$ cat src/rtl/gpio_padmode_pkg.sv
package gpio_padmode_pkg;
  localparam int unsigned MAX_PINS = 32;
  localparam int unsigned BUS_DW   = 32;
  localparam int unsigned BUS_AW   = 8;
  localparam int unsigned KEY_W    = 16;

  localparam logic [BUS_AW-1:0] OFS_PIN_IN     = 8'h04;
  localparam logic [BUS_AW-1:0] OFS_DRV_HI     = 8'h08;
  localparam logic [BUS_AW-1:0] OFS_DRV_LO     = 8'h0C;
  localparam logic [BUS_AW-1:0] OFS_OUT_SET    = 8'h14;
  localparam logic [BUS_AW-1:0] OFS_OUT_CLR    = 8'h18;
  localparam logic [BUS_AW-1:0] OFS_DRV_HI_CLR = 8'h50;
  localparam logic [BUS_AW-1:0] OFS_DRV_LO_SET = 8'h54;
  localparam logic [BUS_AW-1:0] OFS_DRV_LO_CLR = 8'h58;
  localparam logic [BUS_AW-1:0] OFS_GUARD      = 8'h60;

  localparam logic [KEY_W-1:0] GUARD_ARM_KEY = 16'hD42F;
  localparam logic [KEY_W-1:0] GUARD_DISARM  = 16'h0000;

  typedef enum logic [1:0] {
    PM_INPUT    = 2'b00,
    PM_PUSHPULL = 2'b01,
    PM_SINK     = 2'b10,
    PM_SOURCE   = 2'b11
  } pad_mode_e;
endpackage

$ cat src/rtl/gpio_guard_lock.sv
module gpio_guard_lock
  import gpio_padmode_pkg::*;
(
  input  logic             clk,
  input  logic             rst,
  input  logic             wr_en,
  input  logic [KEY_W-1:0] key_in,
  output logic             armed
);
  always_ff @(posedge clk) begin
    if (rst) begin
      armed <= 1'b0;
    end else if (wr_en) begin
      if (key_in == GUARD_ARM_KEY)      armed <= 1'b1;
      else if (key_in == GUARD_DISARM)  armed <= 1'b0;
    end
  end

  // the key arms, zero disarms, anything else holds
  a_r6_key_arms: assert property (@(posedge clk) disable iff (rst)
    (wr_en && key_in == GUARD_ARM_KEY) |=> armed);
  a_r6_zero_disarms: assert property (@(posedge clk) disable iff (rst)
    (wr_en && key_in == GUARD_DISARM) |=> !armed);
  a_r6_other_holds: assert property (@(posedge clk) disable iff (rst)
    (wr_en && key_in != GUARD_ARM_KEY && key_in != GUARD_DISARM) |=> $stable(armed));
endmodule

$ cat src/rtl/gpio_drive_regs.sv
module gpio_drive_regs #(
  parameter int unsigned N = 32
) (
  input  logic         clk,
  input  logic         rst,
  input  logic         unlocked,
  input  logic         wr_hi,
  input  logic         wr_lo,
  input  logic         clr_hi,
  input  logic         set_lo,
  input  logic         clr_lo,
  input  logic         set_out,
  input  logic         clr_out,
  input  logic [N-1:0] wdata,
  output logic [N-1:0] drv_hi,
  output logic [N-1:0] drv_lo,
  output logic [N-1:0] out_q
);
  always_ff @(posedge clk) begin
    if (rst) begin
      drv_hi <= '0;
      drv_lo <= '0;
    end else if (unlocked) begin
      if (wr_hi)       drv_hi <= wdata;
      else if (clr_hi) drv_hi <= drv_hi & ~wdata;
      if (wr_lo)       drv_lo <= wdata;
      else if (set_lo) drv_lo <= drv_lo | wdata;
      else if (clr_lo) drv_lo <= drv_lo & ~wdata;
    end
  end

  always_ff @(posedge clk) begin
    if (rst)          out_q <= '0;
    else if (set_out) out_q <= out_q | wdata;
    else if (clr_out) out_q <= out_q & ~wdata;
  end

  // a disarmed guard freezes both mode vectors
  a_r7_modes_frozen: assert property (@(posedge clk) disable iff (rst)
    !unlocked |=> ($stable(drv_hi) && $stable(drv_lo)));
  // set touches only ones, clear only ones
  a_r8_set_keeps_others: assert property (@(posedge clk) disable iff (rst)
    set_out |=> ((out_q & ~$past(wdata)) == ($past(out_q) & ~$past(wdata))));
  a_r8_clear_keeps_others: assert property (@(posedge clk) disable iff (rst)
    clr_out |=> ((out_q & ~$past(wdata)) == ($past(out_q) & ~$past(wdata))));
endmodule

$ cat src/rtl/gpio_pad_encode.sv
module gpio_pad_encode
  import gpio_padmode_pkg::*;
#(
  parameter int unsigned N = 32
) (
  input  logic         clk,
  input  logic         rst,
  input  logic [N-1:0] drv_hi,
  input  logic [N-1:0] drv_lo,
  input  logic [N-1:0] dat,
  output logic [N-1:0] pad_out,
  output logic [N-1:0] pad_oe
);
  for (genvar i = 0; i < N; i++) begin : g_pin
    pad_mode_e mode;
    assign mode = pad_mode_e'({drv_hi[i], drv_lo[i]});

    always_ff @(posedge clk) begin
      if (rst) begin
        pad_out[i] <= 1'b0;
        pad_oe[i]  <= 1'b0;
      end else begin
        unique case (mode)
          PM_INPUT:    begin pad_out[i] <= 1'b0;   pad_oe[i] <= 1'b0;    end
          PM_PUSHPULL: begin pad_out[i] <= dat[i]; pad_oe[i] <= 1'b1;    end
          PM_SINK:     begin pad_out[i] <= 1'b0;   pad_oe[i] <= ~dat[i]; end
          PM_SOURCE:   begin pad_out[i] <= 1'b1;   pad_oe[i] <= dat[i];  end
          default:     begin pad_out[i] <= 1'b0;   pad_oe[i] <= 1'b0;    end
        endcase
      end
    end

    // input mode never drives
    a_r2_input_floats: assert property (@(posedge clk) disable iff (rst)
      (mode == PM_INPUT) |=> !pad_oe[i]);
    // push-pull drives the data bit
    a_r3_pushpull_follows: assert property (@(posedge clk) disable iff (rst)
      (mode == PM_PUSHPULL) |=> (pad_oe[i] && pad_out[i] == $past(dat[i])));
  end
endmodule

$ cat src/rtl/gpio_in_sync.sv
module gpio_in_sync #(
  parameter int unsigned N = 32
) (
  input  logic         clk,
  input  logic         rst,
  input  logic [N-1:0] raw,
  output logic [N-1:0] synced
);
  logic [N-1:0] stage1;

  always_ff @(posedge clk) begin
    if (rst) begin
      stage1 <= '0;
      synced <= '0;
    end else begin
      stage1 <= raw;
      synced <= stage1;
    end
  end
endmodule

$ cat src/rtl/gpio_padmode_ctrl.sv
module gpio_padmode_ctrl
  import gpio_padmode_pkg::*;
#(
  parameter int unsigned NUM_PINS = 32
) (
  input  logic              clk,
  input  logic              rst,
  input  logic              bus_wr,
  input  logic              bus_rd,
  input  logic [BUS_AW-1:0] bus_addr,
  input  logic [BUS_DW-1:0] bus_wdata,
  output logic [BUS_DW-1:0] bus_rdata,
  input  logic [MAX_PINS-1:0] pad_in,
  output logic [MAX_PINS-1:0] pad_out,
  output logic [MAX_PINS-1:0] pad_oe
);
  localparam int unsigned N = NUM_PINS;
  localparam logic [MAX_PINS-1:0] PIN_MASK = MAX_PINS'((64'd1 << N) - 64'd1);

  initial begin
    if (N < 1 || N > MAX_PINS) $error("NUM_PINS out of range");
  end

  logic         armed;
  logic [N-1:0] drv_hi, drv_lo, out_q, din_q, enc_out, enc_oe;

  function automatic logic hit(input logic [BUS_AW-1:0] ofs);
    return bus_wr && (bus_addr == ofs);
  endfunction

  gpio_guard_lock u_guard (
    .clk    (clk),
    .rst    (rst),
    .wr_en  (hit(OFS_GUARD)),
    .key_in (bus_wdata[KEY_W-1:0]),
    .armed  (armed)
  );

  gpio_drive_regs #(.N(N)) u_regs (
    .clk      (clk),
    .rst      (rst),
    .unlocked (armed),
    .wr_hi    (hit(OFS_DRV_HI)),
    .wr_lo    (hit(OFS_DRV_LO)),
    .clr_hi   (hit(OFS_DRV_HI_CLR)),
    .set_lo   (hit(OFS_DRV_LO_SET)),
    .clr_lo   (hit(OFS_DRV_LO_CLR)),
    .set_out  (hit(OFS_OUT_SET)),
    .clr_out  (hit(OFS_OUT_CLR)),
    .wdata    (bus_wdata[N-1:0]),
    .drv_hi   (drv_hi),
    .drv_lo   (drv_lo),
    .out_q    (out_q)
  );

  gpio_pad_encode #(.N(N)) u_enc (
    .clk     (clk),
    .rst     (rst),
    .drv_hi  (drv_hi),
    .drv_lo  (drv_lo),
    .dat     (out_q),
    .pad_out (enc_out),
    .pad_oe  (enc_oe)
  );

  gpio_in_sync #(.N(N)) u_sync (
    .clk    (clk),
    .rst    (rst),
    .raw    (pad_in[N-1:0]),
    .synced (din_q)
  );

  if (N < MAX_PINS) begin : g_partial
    logic unused_pad_hi;
    assign unused_pad_hi = ^pad_in[MAX_PINS-1:N];
    assign pad_out = {{(MAX_PINS-N){1'b0}}, enc_out};
    assign pad_oe  = {{(MAX_PINS-N){1'b0}}, enc_oe};
  end else begin : g_full
    assign pad_out = enc_out;
    assign pad_oe  = enc_oe;
  end

  always_ff @(posedge clk) begin
    if (rst || !bus_rd) begin
      bus_rdata <= '0;
    end else begin
      unique case (bus_addr)
        OFS_PIN_IN:  bus_rdata <= BUS_DW'(din_q);
        OFS_DRV_HI:  bus_rdata <= BUS_DW'(drv_hi);
        OFS_DRV_LO:  bus_rdata <= BUS_DW'(drv_lo);
        OFS_OUT_SET: bus_rdata <= BUS_DW'(out_q);
        OFS_GUARD:   bus_rdata <= {armed, {(BUS_DW-1){1'b0}}};
        default:     bus_rdata <= '0;
      endcase
    end
  end

  // unpopulated pins never drive
  a_r10_unpopulated_quiet: assert property (@(posedge clk) disable iff (rst)
    ((pad_oe & ~PIN_MASK) == '0) && ((pad_out & ~PIN_MASK) == '0));
  // read data is zero in cycles that follow no read
  a_r11_idle_rdata_zero: assert property (@(posedge clk) disable iff (rst)
    !bus_rd |=> (bus_rdata == '0));
endmodule

$ cat config.mk
export PLATFORM = sky130hd
export DESIGN_NAME = gpio_padmode_ctrl
export DESIGN_NICKNAME = d
export VERILOG_FILES = /design/src/rtl/gpio_padmode_pkg.sv /design/src/rtl/gpio_guard_lock.sv /design/src/rtl/gpio_drive_regs.sv /design/src/rtl/gpio_pad_encode.sv /design/src/rtl/gpio_in_sync.sv /design/src/rtl/gpio_padmode_ctrl.sv
export SDC_FILE = /design/constraint.sdc
export NUM_CORES = 1
export LEC_CHECK = 0
export BUFFER_PORTS_ARGS = -buffer_cell sky130_fd_sc_hd__buf_4
export CAP_MARGIN = 20
export CORE_ASPECT_RATIO = 1.25
export CORE_UTILIZATION = 45
export DETAILED_ROUTE_END_ITERATION = 10
export GPL_TIMING_DRIVEN = 1
export PLACE_DENSITY_LB_ADDON = 0.3
export SETUP_SLACK_MARGIN = 0.15
export SLEW_MARGIN = 20
export SYNTH_ARGS = -nofsm -noshare
export SYNTH_HDL_FRONTEND = slang
export SYNTH_SLANG_ARGS = --single-unit
$ cat constraint.sdc
create_clock -name clk -period 1.95 [get_ports clk]
set_input_delay 0 -clock clk [delete_from_list [all_inputs] [get_ports clk]]
set_output_delay 0 -clock clk [all_outputs]
set_load 0.02 [all_outputs]
==> results by group <==
Synthesis
  – Complex-gate fraction of the synthesized area: 0.172
  – Syn Inst Count: 987
  – Post-Synth XOR/XNOR Area: 0.0283
  – #FFs+latches synth: 257
  – Adder-Cell Fraction of Synth Area: 0
  – Post-synthesis mux area share: 0.0345
  – Netlist cell types: 47
  – Largest family of logic cells by synthesized area: simple AND/OR/NAND/NOR gates
  – Synth Area in Simple Gates: 0.198
  – Warnings from Yosys: 0
  – Synth Cell Area: 0.00991 sq mm
  – Post-Syn Nets: around 1,100
  – Syn avg cell area: 10.0 sq um
  – Sequential-to-total area share from yosys stat: 0.519

Floorplan
  – # rows: 60
  – Initial cell density of the core: 0.460
  – Area of the core: approximately 0.022 sq mm
  – Die area: 0.0226 sq mm
  – I/O pins: 172
  – Die height: 168 microns
  – Die Wd: 135 microns

Clocking
  – Cts bufs inserted: 25
  – H-tree level count: 1
  – Postcts setup bufs: 0
  – CTS Sinks: roughly 260
  – CTS tree: built
  – Longest Clk Path Bufs: 3
  – Clock-pin slew on the worst setup and hold paths: around 60 ps
  – CTS root buffer: clkbuf_16
  – Clk_lat worst skew: ~520 ps

Worst hold path
  – Hold Path Class: in2reg
  – Worst Min Path Start: rst

Finish
  – Nets@finish: approximately 1,300
  – Layout area overhead: 30.6%
  – Layout cells sized above 1: 0.257

Detailed routing
  – Final wirelength: 26,600 microns
  – DR DRC count: 0
  – Avg Vias per Cell: 5.34
  – DRT Pass-1 Iters: 7
  – Detail Route Antenna Nets: 0
  – Vias: 8,056
  – Iteration-0 DRC Markers: 586
  – Wire length per cell: 17.7 microns

Power and ir drop
  – Switching pwr: 2.29 mW
  – Net Sw Frac: 0.208
  – Total Power: 11.0 mW
  – Pwr Density: 849 mW/mm^2
  – Internal: 8.70 mW
  – Leakage: between 5 and 6 nW
  – Peak supply drop: 0.640 mV
  – Clk pwr share: 0.463
  – Logic pwr share: 0.052
  – Power share of the sequential group: 0.485

STA
  – Worst-margin pin slew: about 990 ps
  – Setup TNS: 0 ps
  – Post-route clock period utilization: 0.872
  – Final setup vio count: 0
  – RSZ-0062 raised after global routing: no
  – Final Max Slew Viols: 0
  – Worst Skew: ~13 ps
  – Hold_ws: roughly 26 ps
  – Crit path time final: 1700 ps
  – Fin. Hold Viols: 0
  – Slew HR: 0.339
  – F_max: approximately 600 MHz

Worst setup path
  – Crit path kind: reg2reg
  – Worst setup EP type: flip-flop
  – CP max-delay cell: a31oi_4
  – Required @ worst endpoint: approximately 2400 ps
  – R2R Path Start: u_guard.armed$_SDFFE_PP0P_
  – Max incr delay on CP: 820 ps
  – Crit path cell chain: and2_1 -> a31oi_4 -> a32o_1
  – CP startpoint: u_guard.armed$_SDFFE_PP0P_
  – CP max FO: 32
  – Startpoint type of the worst setup path: flip-flop
  – Worst Path Arrival: 2160 ps

GRT
  – Total gr overflow: 0
  – First-pass GRT wire length: 41,200 microns
  – Vias in the first global route: 7,724
  – Gr usage total: 0.232
  – Largest net degree at the start of global routing: between 70 and 80
  – Initial antenna violation count: 1

Job
  – Maxcap violations: 0

Placement
  – Port bufs: 171
  – Dpl hpwl: 17,300 microns
  – Routability cong.: between 0.8 and 0.9

Status
  – Outcome: complete, no violations
-- cells in the mapped netlist, drive strengths merged --
cell type  number  share of area
a211o           1        0.00088
a211oi          1         0.0020
a21oi           2         0.0010
a22o           27          0.024
a22oi          64          0.048
a31oi           1         0.0021
a32o           64          0.068
and2            3         0.0021
and4            2         0.0018
and4bb          3         0.0038
buf            49          0.038
clkbuf         25         0.0095
clkinv          1        0.00038
dfxtp         257           0.52
inv             1        0.00038
mux2           25          0.028
mux2i           6         0.0061
nand2          66          0.025
nand2b         32          0.020
nand3           3         0.0015
nand3b          1        0.00076
nand4           5         0.0032
nand4bb         1         0.0011
nor2          161          0.061
nor2b          99          0.063
nor3            2         0.0021
nor4            4         0.0032
nor4b           3         0.0057
o211ai          2         0.0015
o21ai          34          0.017
o22a            6         0.0053
o41ai           1        0.00088
or3b            1        0.00088
or4b            2         0.0024
xnor2          32          0.028
-- layer usage --
layer	GRT usage	share of wire	up-vias
li1	-	-	3889
met1	0.287	0.41	3809
met2	0.399	0.49	305
met3	0.0361	0.071	53
met4	0.0957	0.032	0
met5	0	0	-
-- placed cells by master (no fill, tap or decap), drive strengths merged --
cell	netlist	routed
nand3	3	3
a22o	27	27
or4b	2	2
buf	49	205
dlygate4sd3	0	67
nand3b	1	1
o22a	6	6
a211o	1	1
nand2	66	66
a31oi	1	1
nor4b	3	3
o211ai	2	2
or3b	1	1
mux2	25	25
bufinv	0	5
nor2	161	161
clkinv	1	4
inv	1	2
o21ai	34	34
diode	0	1
xnor2	32	32
nand4bb	1	1
nor4	4	4
mux2i	6	6
and4	2	2
and2	3	3
nand2b	32	32
dfxtp	257	257
nand4	5	5
and4bb	3	3
a21oi	2	2
a211oi	1	1
nor2b	99	99
a32o	64	64
o41ai	1	1
clkbuf	25	35
nor3	2	2
a22oi	64	64
-- final cells by class --
class	instances	area [sq um]
tap	279	349
clock inverter	9	174
sequential	257	5140
inverter	2	7.51
clock buffer	35	683
antenna	1	2.50
fill	1828	8600
timing repair buffer	272	2260
multi-input combinational	654	4320
-- power by group through the flow --
stage | clock (mW) | combinational, mW | sequential, mW
global route | 5.37 | 0.614 | 5.33
finish | 5.09 | 0.575 | 5.33
detailed placement | 0 | 0.459 | 5.44
CTS | 5.16 | 0.569 | 5.33
floorplan | 0 | 0.226 | 5.44
global placement | 0 | 0.453 | 5.44
-- repair_timing --
item | in CTS | in global routing
hold buffers | 67 | 0
endpoints found under the setup margin | 0 | 1
resized for setup | 0 | 2
endpoints found under the hold margin | 129 | 0
-- critical path: cells and delay by family (launching register included) --
family	cells	cell delay, ps
AND/OR/NAND/NOR	1	180
AO/OA/AOI/OAI	2	1110
flip-flops	1	330
-- stage by stage --
stage	worst slack, ps	utilization	instances	area [sq um]
floorplan	312	-	987	9910
global placement	183	0.529	1397	11400
detailed placement	136	0.529	1397	11400
CTS	205	0.600	1508	12900
global route	151	0.601	1509	12900
finish	249	0.601	1509	12900
-- cells by family (layout without fill, tap and decap cells) --
group                     after synthesis  in the layout
and+or+nand+nor                       388            388
buffers and inverters                  76            318
DFF                                   257            257
xor gates and xnor gates               32             32
muxes                                  31             31
AOI/OAI and AO/OA                     203            203
other                                   0              1
-- path summary, 6_finish.rpt --
path                                         end  depth (start not counted)  slack [ps]
setup / recovery  u_regs.drv_hi[18]$_SDFFE_PP0P_                          3         250
hold / removal      u_sync.synced[10]$_SDFF_PP0_                          3          30
setup reg to reg  u_regs.drv_hi[18]$_SDFFE_PP0P_                          3         250
hold reg to reg      u_sync.synced[4]$_SDFF_PP0_                          1         430
No activity file was read; power rests on OpenSTA's default activity.
